### src/rtl/mdio_pkg.sv
package mdio_pkg;
  localparam int unsigned FRAME_BITS = 64;
  localparam int unsigned IDX_W      = $clog2(FRAME_BITS);
  localparam int unsigned TA_IDX     = 46;
  localparam int unsigned DATA_IDX   = 48;
  localparam int unsigned DATA_W     = 16;
  localparam int unsigned ADDR_W     = 5;
  localparam int unsigned REG_LSB    = 16;
  localparam int unsigned PHY_LSB    = 21;
  localparam int unsigned OP_BIT     = 27;
  localparam int unsigned EN_BIT     = 30;
  localparam int unsigned BUSY_BIT   = 31;

  typedef struct packed {
    logic              is_read;
    logic [ADDR_W-1:0] phy;
    logic [ADDR_W-1:0] regad;
    logic [DATA_W-1:0] wdata;
  } mdio_cmd_t;
endpackage

### src/rtl/mdio_ctrl_reg.sv
module mdio_ctrl_reg
  import mdio_pkg::*;
#(
  parameter int NUM_PHYS = 5
) (
  input  logic              clk,
  input  logic              rst_n,
  input  logic              wr_en,
  input  logic [31:0]       wr_data,
  input  logic              done,
  input  logic [DATA_W-1:0] rd_data,
  output logic [31:0]       csr,
  output logic              start,
  output mdio_cmd_t         cmd
);
  logic [30:0]       word_q, word_d;
  logic              busy_q, busy_d;
  logic [ADDR_W-1:0] phy;
  logic              phy_ok, issue;

  always_comb begin
    phy    = wr_data[PHY_LSB +: ADDR_W];
    phy_ok = int'(phy) < NUM_PHYS;
    issue  = wr_en && !busy_q && wr_data[BUSY_BIT] && wr_data[EN_BIT];
    start  = issue && phy_ok;
    cmd.is_read = wr_data[OP_BIT];
    cmd.phy     = phy;
    cmd.regad   = wr_data[REG_LSB +: ADDR_W];
    cmd.wdata   = wr_data[DATA_W-1:0];
  end

  always_comb begin
    word_d = word_q;
    busy_d = busy_q;
    if (busy_q) begin
      if (done) begin
        busy_d = 1'b0;
        if (word_q[OP_BIT]) word_d[DATA_W-1:0] = rd_data;
      end
    end else if (wr_en) begin
      word_d = wr_data[30:0];
      busy_d = start;
      if (issue && !phy_ok && wr_data[OP_BIT]) word_d[DATA_W-1:0] = '1;
    end
  end

  always_ff @(posedge clk or negedge rst_n) begin
    if (!rst_n) begin
      word_q <= '0;
      busy_q <= 1'b0;
    end else begin
      word_q <= word_d;
      busy_q <= busy_d;
    end
  end

  assign csr = {busy_q, word_q};


  busy_hold_chk: assert property (@(posedge clk) disable iff (!rst_n)
    (busy_q && !done) |=> busy_q);

  ignore_chk: assert property (@(posedge clk) disable iff (!rst_n)
    (busy_q && !done && wr_en) |=> $stable(word_q));

  bad_phy_chk: assert property (@(posedge clk) disable iff (!rst_n)
    (wr_en && !busy_q && (int'(wr_data[PHY_LSB +: ADDR_W]) >= NUM_PHYS)) |=> !busy_q);
endmodule

### src/rtl/mdio_clk_div.sv
module mdio_clk_div #(
  parameter int DIV_HALF = 4
) (
  input  logic clk,
  input  logic rst_n,
  input  logic run,
  input  logic clear,
  output logic tick
);
  localparam int CNT_W = $clog2(DIV_HALF + 1);
  localparam logic [CNT_W-1:0] LAST = CNT_W'(DIV_HALF - 1);

  logic [CNT_W-1:0] cnt_q, cnt_d;

  always_comb begin
    tick = run && (cnt_q == LAST);
    if (clear || !run || cnt_q == LAST) cnt_d = '0;
    else                                 cnt_d = cnt_q + 1'b1;
  end

  always_ff @(posedge clk or negedge rst_n) begin
    if (!rst_n) cnt_q <= '0;
    else        cnt_q <= cnt_d;
  end
endmodule

### src/rtl/mdio_serializer.sv
module mdio_serializer
  import mdio_pkg::*;
(
  input  logic              clk,
  input  logic              rst_n,
  input  logic              start,
  input  mdio_cmd_t         cmd,
  input  logic              tick,
  input  logic              mdio_i,
  output logic              active,
  output logic              done,
  output logic              mdc,
  output logic              mdio_o,
  output logic              mdio_oe,
  output logic [DATA_W-1:0] rd_data
);
  localparam logic [IDX_W-1:0] I_TA   = IDX_W'(TA_IDX);
  localparam logic [IDX_W-1:0] I_DATA = IDX_W'(DATA_IDX);
  localparam logic [IDX_W-1:0] I_LAST = IDX_W'(FRAME_BITS - 1);

  logic                  active_q, active_d, mdc_q, mdc_d, rd_q, rd_d;
  logic                  o_q, o_d, oe_q, oe_d, done_q, done_d;
  logic [FRAME_BITS-1:0] sh_q, sh_d;
  logic [IDX_W-1:0]      idx_q, idx_d;
  logic [DATA_W-1:0]     cap_q, cap_d;

  always_comb begin
    active_d = active_q; mdc_d = mdc_q; rd_d = rd_q; o_d = o_q; oe_d = oe_q;
    sh_d = sh_q; idx_d = idx_q; cap_d = cap_q; done_d = 1'b0;
    if (start) begin
      sh_d     = {32'hFFFF_FFFF, 2'b01, (cmd.is_read ? 2'b10 : 2'b01),
                  cmd.phy, cmd.regad, 2'b10, cmd.wdata};
      active_d = 1'b1;
      idx_d    = '0;
      mdc_d    = 1'b0;
      o_d      = 1'b1;
      oe_d     = 1'b1;
      rd_d     = cmd.is_read;
      cap_d    = '0;
    end else if (active_q && tick) begin
      if (!mdc_q) begin
        mdc_d = 1'b1;
        if (rd_q && idx_q >= I_DATA) cap_d = {cap_q[DATA_W-2:0], mdio_i};
      end else begin
        mdc_d = 1'b0;
        if (idx_q == I_LAST) begin
          active_d = 1'b0;
          done_d   = 1'b1;
          oe_d     = 1'b0;
        end else begin
          idx_d = idx_q + 1'b1;
          sh_d  = {sh_q[FRAME_BITS-2:0], 1'b0};
          o_d   = sh_q[FRAME_BITS-2];
          oe_d  = !(rd_q && idx_d >= I_TA);
        end
      end
    end
  end

  always_ff @(posedge clk or negedge rst_n) begin
    if (!rst_n) begin
      active_q <= 1'b0; mdc_q <= 1'b0; rd_q <= 1'b0; o_q <= 1'b0;
      oe_q <= 1'b0; done_q <= 1'b0; sh_q <= '0; idx_q <= '0; cap_q <= '0;
    end else begin
      active_q <= active_d; mdc_q <= mdc_d; rd_q <= rd_d; o_q <= o_d;
      oe_q <= oe_d; done_q <= done_d; sh_q <= sh_d; idx_q <= idx_d; cap_q <= cap_d;
    end
  end

  assign active  = active_q;
  assign done    = done_q;
  assign mdc     = mdc_q;
  assign mdio_o  = o_q;
  assign mdio_oe = oe_q;
  assign rd_data = cap_q;


  mdo_edge_chk: assert property (@(posedge clk) disable iff (!rst_n)
    !$stable(o_q) |-> !mdc_q);

  mdc_idle_chk: assert property (@(posedge clk) disable iff (!rst_n)
    !active_q |-> !mdc_q);

  rd_release_chk: assert property (@(posedge clk) disable iff (!rst_n)
    (rd_q && mdc_q && idx_q >= I_TA) |-> !oe_q);
endmodule

### src/rtl/mdio_cmd_engine.sv
module mdio_cmd_engine
  import mdio_pkg::*;
#(
  parameter int NUM_PHYS = 5,
  parameter int DIV_HALF = 4
) (
  input  logic        clk,
  input  logic        rst_n,
  input  logic        csr_wr,
  input  logic [31:0] csr_wdata,
  output logic [31:0] csr_rdata,
  output logic        mdc,
  output logic        mdio_o,
  output logic        mdio_oe,
  input  logic        mdio_i
);
  logic              start, done, tick, active;
  logic [DATA_W-1:0] rd_data;
  mdio_cmd_t         cmd;

  mdio_ctrl_reg #(.NUM_PHYS(NUM_PHYS)) i_ctrl (
    .clk(clk), .rst_n(rst_n), .wr_en(csr_wr), .wr_data(csr_wdata),
    .done(done), .rd_data(rd_data), .csr(csr_rdata), .start(start), .cmd(cmd)
  );

  mdio_clk_div #(.DIV_HALF(DIV_HALF)) i_div (
    .clk(clk), .rst_n(rst_n), .run(active), .clear(start), .tick(tick)
  );

  mdio_serializer i_ser (
    .clk(clk), .rst_n(rst_n), .start(start), .cmd(cmd), .tick(tick),
    .mdio_i(mdio_i), .active(active), .done(done), .mdc(mdc),
    .mdio_o(mdio_o), .mdio_oe(mdio_oe), .rd_data(rd_data)
  );


  start_run_chk: assert property (@(posedge clk) disable iff (!rst_n)
    start |=> (active && csr_rdata[BUSY_BIT]));

  no_cmd_chk: assert property (@(posedge clk) disable iff (!rst_n)
    (csr_wr && !csr_rdata[BUSY_BIT] && !(csr_wdata[BUSY_BIT] && csr_wdata[EN_BIT]))
    |=> !active);
endmodule

### config.mk
export PLATFORM = sky130hd
export DESIGN_NAME = mdio_cmd_engine
export DESIGN_NICKNAME = d
export VERILOG_FILES = /design/src/rtl/mdio_pkg.sv /design/src/rtl/mdio_ctrl_reg.sv /design/src/rtl/mdio_clk_div.sv /design/src/rtl/mdio_serializer.sv /design/src/rtl/mdio_cmd_engine.sv
export SDC_FILE = /design/constraint.sdc
export NUM_CORES = 1
export LEC_CHECK = 0
export CAP_MARGIN = 20
export CORE_ASPECT_RATIO = 2
export CORE_MARGIN = 4
export CORE_UTILIZATION = 55
export DETAILED_ROUTE_END_ITERATION = 10
export DONT_BUFFER_PORTS = 1
export PLACE_DENSITY = 0.73
export SETUP_SLACK_MARGIN = 0.3
export SYNTH_ARGS = -nofsm -noshare
export SYNTH_HDL_FRONTEND = slang
export SYNTH_SLANG_ARGS = --single-unit
### constraint.sdc
create_clock -name clk -period 4.25 [get_ports clk]
set_input_delay 0.85 -clock clk [delete_from_list [all_inputs] [get_ports clk]]
set_output_delay 0.85 -clock clk [all_outputs]
set_load 0.01 [all_outputs]
==> impl_metrics.json <==
{
  "power_w": 0.00384,
  "cp.required_ps": 4540,
  "port_buffers": 0,
  "first_global_vias": 4025,
  "start_util_pct": 55.8,
  "clk_latency_ps": 410,
  "max_freq_ghz": 0.418,
  "fin_skew_ps": 6.64,
  "vias": 3791,
  "setup_viol_count_final": 0,
  "postRouteAntennaNets": 0,
  "leakage_nw": 2.71,
  "drt-initial-drc-count": 297,
  "layout_commonest_cell": "dfrtp_1",
  "row_count": 51,
  "tritoncts": "done",
  "cts.clk_slew.worst_paths_ps": 50,
  "antenna_cells": 0,
  "busiest_layer": "met2",
  "critPathBufInv": 1,
  "crit_path_end_kind": "flop",
  "hold_viol": 0,
  "ctsHoldBuffers": 0,
  "antenna_found_initial": 0,
  "slowest_delay_ps": 510,
  "syn_avg_cell_area_um2": 10.7,
  "worstPathArrival_ps": 2680,
  "grt_util_met1_pct": 22.9,
  "dieArea_um2": 11600,
  "cts.sinks": 126,
  "status": "finished, final reports clean",
  "ys.flop_type": "dfrtp_1",
  "drcViolationCount": 0,
  "layout_common_cells": "dfrtp_1, o21ai_0, nor3_1, a21oi_1, nand3_1",
  "die_w_um": 78.1,
  "cts_max_level": 4,
  "grt_use_met2_pct": 38.7,
  "coreArea_um2": 9700,
  "grt_max_degree": 127,
  "peakVddDrop_uv": 372,
  "relSlewSlack_pct": 30.7,
  "ios": 71,
  "synth_edf_count": 0,
  "yosys_warnings": 0,
  "synthArstFlopShare_pct": 100,
  "die_h_um": 148,
  "dpl.hpwl_mm": 7.39,
  "final_nets": 531,
  "drv_cap": 0,
  "cp_cell_sequence": "o21ai_1 > or4b_1 > buf_4 > and2_1 > a22o_1",
  "p_per_area_nw_per_um2": 640,
  "post_cts_buffers": 0,
  "clock-root-buffer": "clkbuf_16",
  "synthDistinctLibCells": 41,
  "cts-resized-gates": 0,
  "start_kind": "input port",
  "drv_slew": 0,
  "cp_slowest_cell": "or4b_1",
  "setup-tns-final_ps": 0,
  "synthCells": 504,
  "syn2layout_area_growth_pct": 11.0,
  "clockBufferDepth": 2,
  "worstSetupPathType": "in2reg",
  "ys_ff_latch": 126,
  "cp-startpoint": "csr_wdata[22]",
  "syn_nets": 544,
  "grt.overflow.total": 0,
  "gp_congestion": 0.772,
  "grt_pass1_wl_mm": 19.5,
  "min_period_ps": 2390,
  "netlist_area_um2": 5410,
  "vias_per_cell": 5.97,
  "ys_seq_area_share_pct": 58.3,
  "tightest_slew_ps": 1040,
  "dr.pass1.iters": 4,
  "layout_worst_path_cycle_share_pct": 56.3,
  "layout-drive-gt1-share_pct": 11.3,
  "critPathMaxFanout": 51,
  "rsz0062_at_grt": "false",
  "track_usage_pct": 21.3,
  "wirelength_mm": 11.6,
  "hp-class": "in2async",
  "use_met3_pct": 6.67,
  "cp_top_family": "simple AND/OR/NAND/NOR gates",
  "rr_startpoint": "i_ctrl.busy_q",
  "cts_buffers": 17,
  "wl_per_cell_um": 18.2
}
## report_power, final
group          leakage, nW  internal (W)  total, W  switching (W)
registers             1.55       0.00158   0.00188       0.000295
clock network        0.276      0.000838   0.00132       0.000484
logic                0.881      0.000309  0.000644       0.000334
## per-stage QoR
stage / util, % / cell area [um^2] / setup slack, ps / hold WS [ps] / cells
6_report: 61.9 / 6000 / 1860 / 135 / 635
5_1_grt: 61.9 / 6000 / 1770 / 114 / 635
4_1_cts: 61.7 / 5980 / 1860 / 127 / 633
3_5_place_dp: 56.1 / 5440 / 1440 / 439 / 602
3_3_place_gp: 56.1 / 5440 / 1510 / 423 / 602
2_1_floorplan: - / 5410 / 1990 / 410 / 504
## path summary, 6_finish.rpt
kind	end	slack, ps	depth (start not counted)
max reg2reg	i_ser.rd_data[10]	1970	5
min	i_ctrl.word_q[28]	140	0
max in group asynchronous	i_ser.sh_q[54]	3910	0
min reg2reg	i_div.cnt_q[0]	440	1
min in group clk	i_div.cnt_q[0]	440	1
max	i_ser.rd_data[10]	1860	5
## sequential cells by signal (all words and copies together), names as in the netlist, 3 cells and up
name and count:
i_ctrl.word_q 31, i_div.cnt_q 3, i_ser.idx_q 6, i_ser.rd_data 16
i_ser.sh_q 63
## logic make-up after synthesis
| group | count (synthesis) | share of synthesized area, % |
|---|---|---|
| mux | 39 | 7.66 |
| compound gates | 147 | 16.2 |
| flops | 126 | 58.3 |
| simple gates | 119 | 10.9 |
| buf+inv | 66 | 5.58 |
| xor+xnor | 2 | 0.324 |
| fa+ha+maj | 5 | 1.11 |
## Yosys cell counts (2+ instances only)
cell type    n  area (um^2)
buf_6        5         56.3
a22o_1      17          149
dfrtp_1    126         3150
nor2_1       9         33.8
nand3_1     31          155
buf_2        7         35.0
or3_1        5         31.3
nand2_1     25         93.8
a221oi_1     2         17.5
a21oi_1     38          190
a21o_1      19          143
mux2i_1     23          230
xor2_1       2         17.5
ha_1         4         50.1
o21ai_1      7         35.0
buf_1        2         7.51
buf_4        2         15.0
nor3_1      38          190
mux2_2      15          169
inv_1       26         97.6
o21ai_0     58          290
clkbuf_1    24         90.1
## layer usage
metal / wire, um / vias up
li1: - / 1747
met1: 4320 / 1940
met2: 6530 / 88
met3: 513 / 16
met4: 190 / 0
met5: 0 / -
## layout make-up
cell class,count,area (um^2)
clock buffer,23,478
clock inverter,8,65.1
fill,783,3700
inverter,26,97.6
multi-input combinational,312,1980
sequential,126,3150
tap,132,165
timing repair buffer,8,63.8
(Power assumes the default switching activity.)
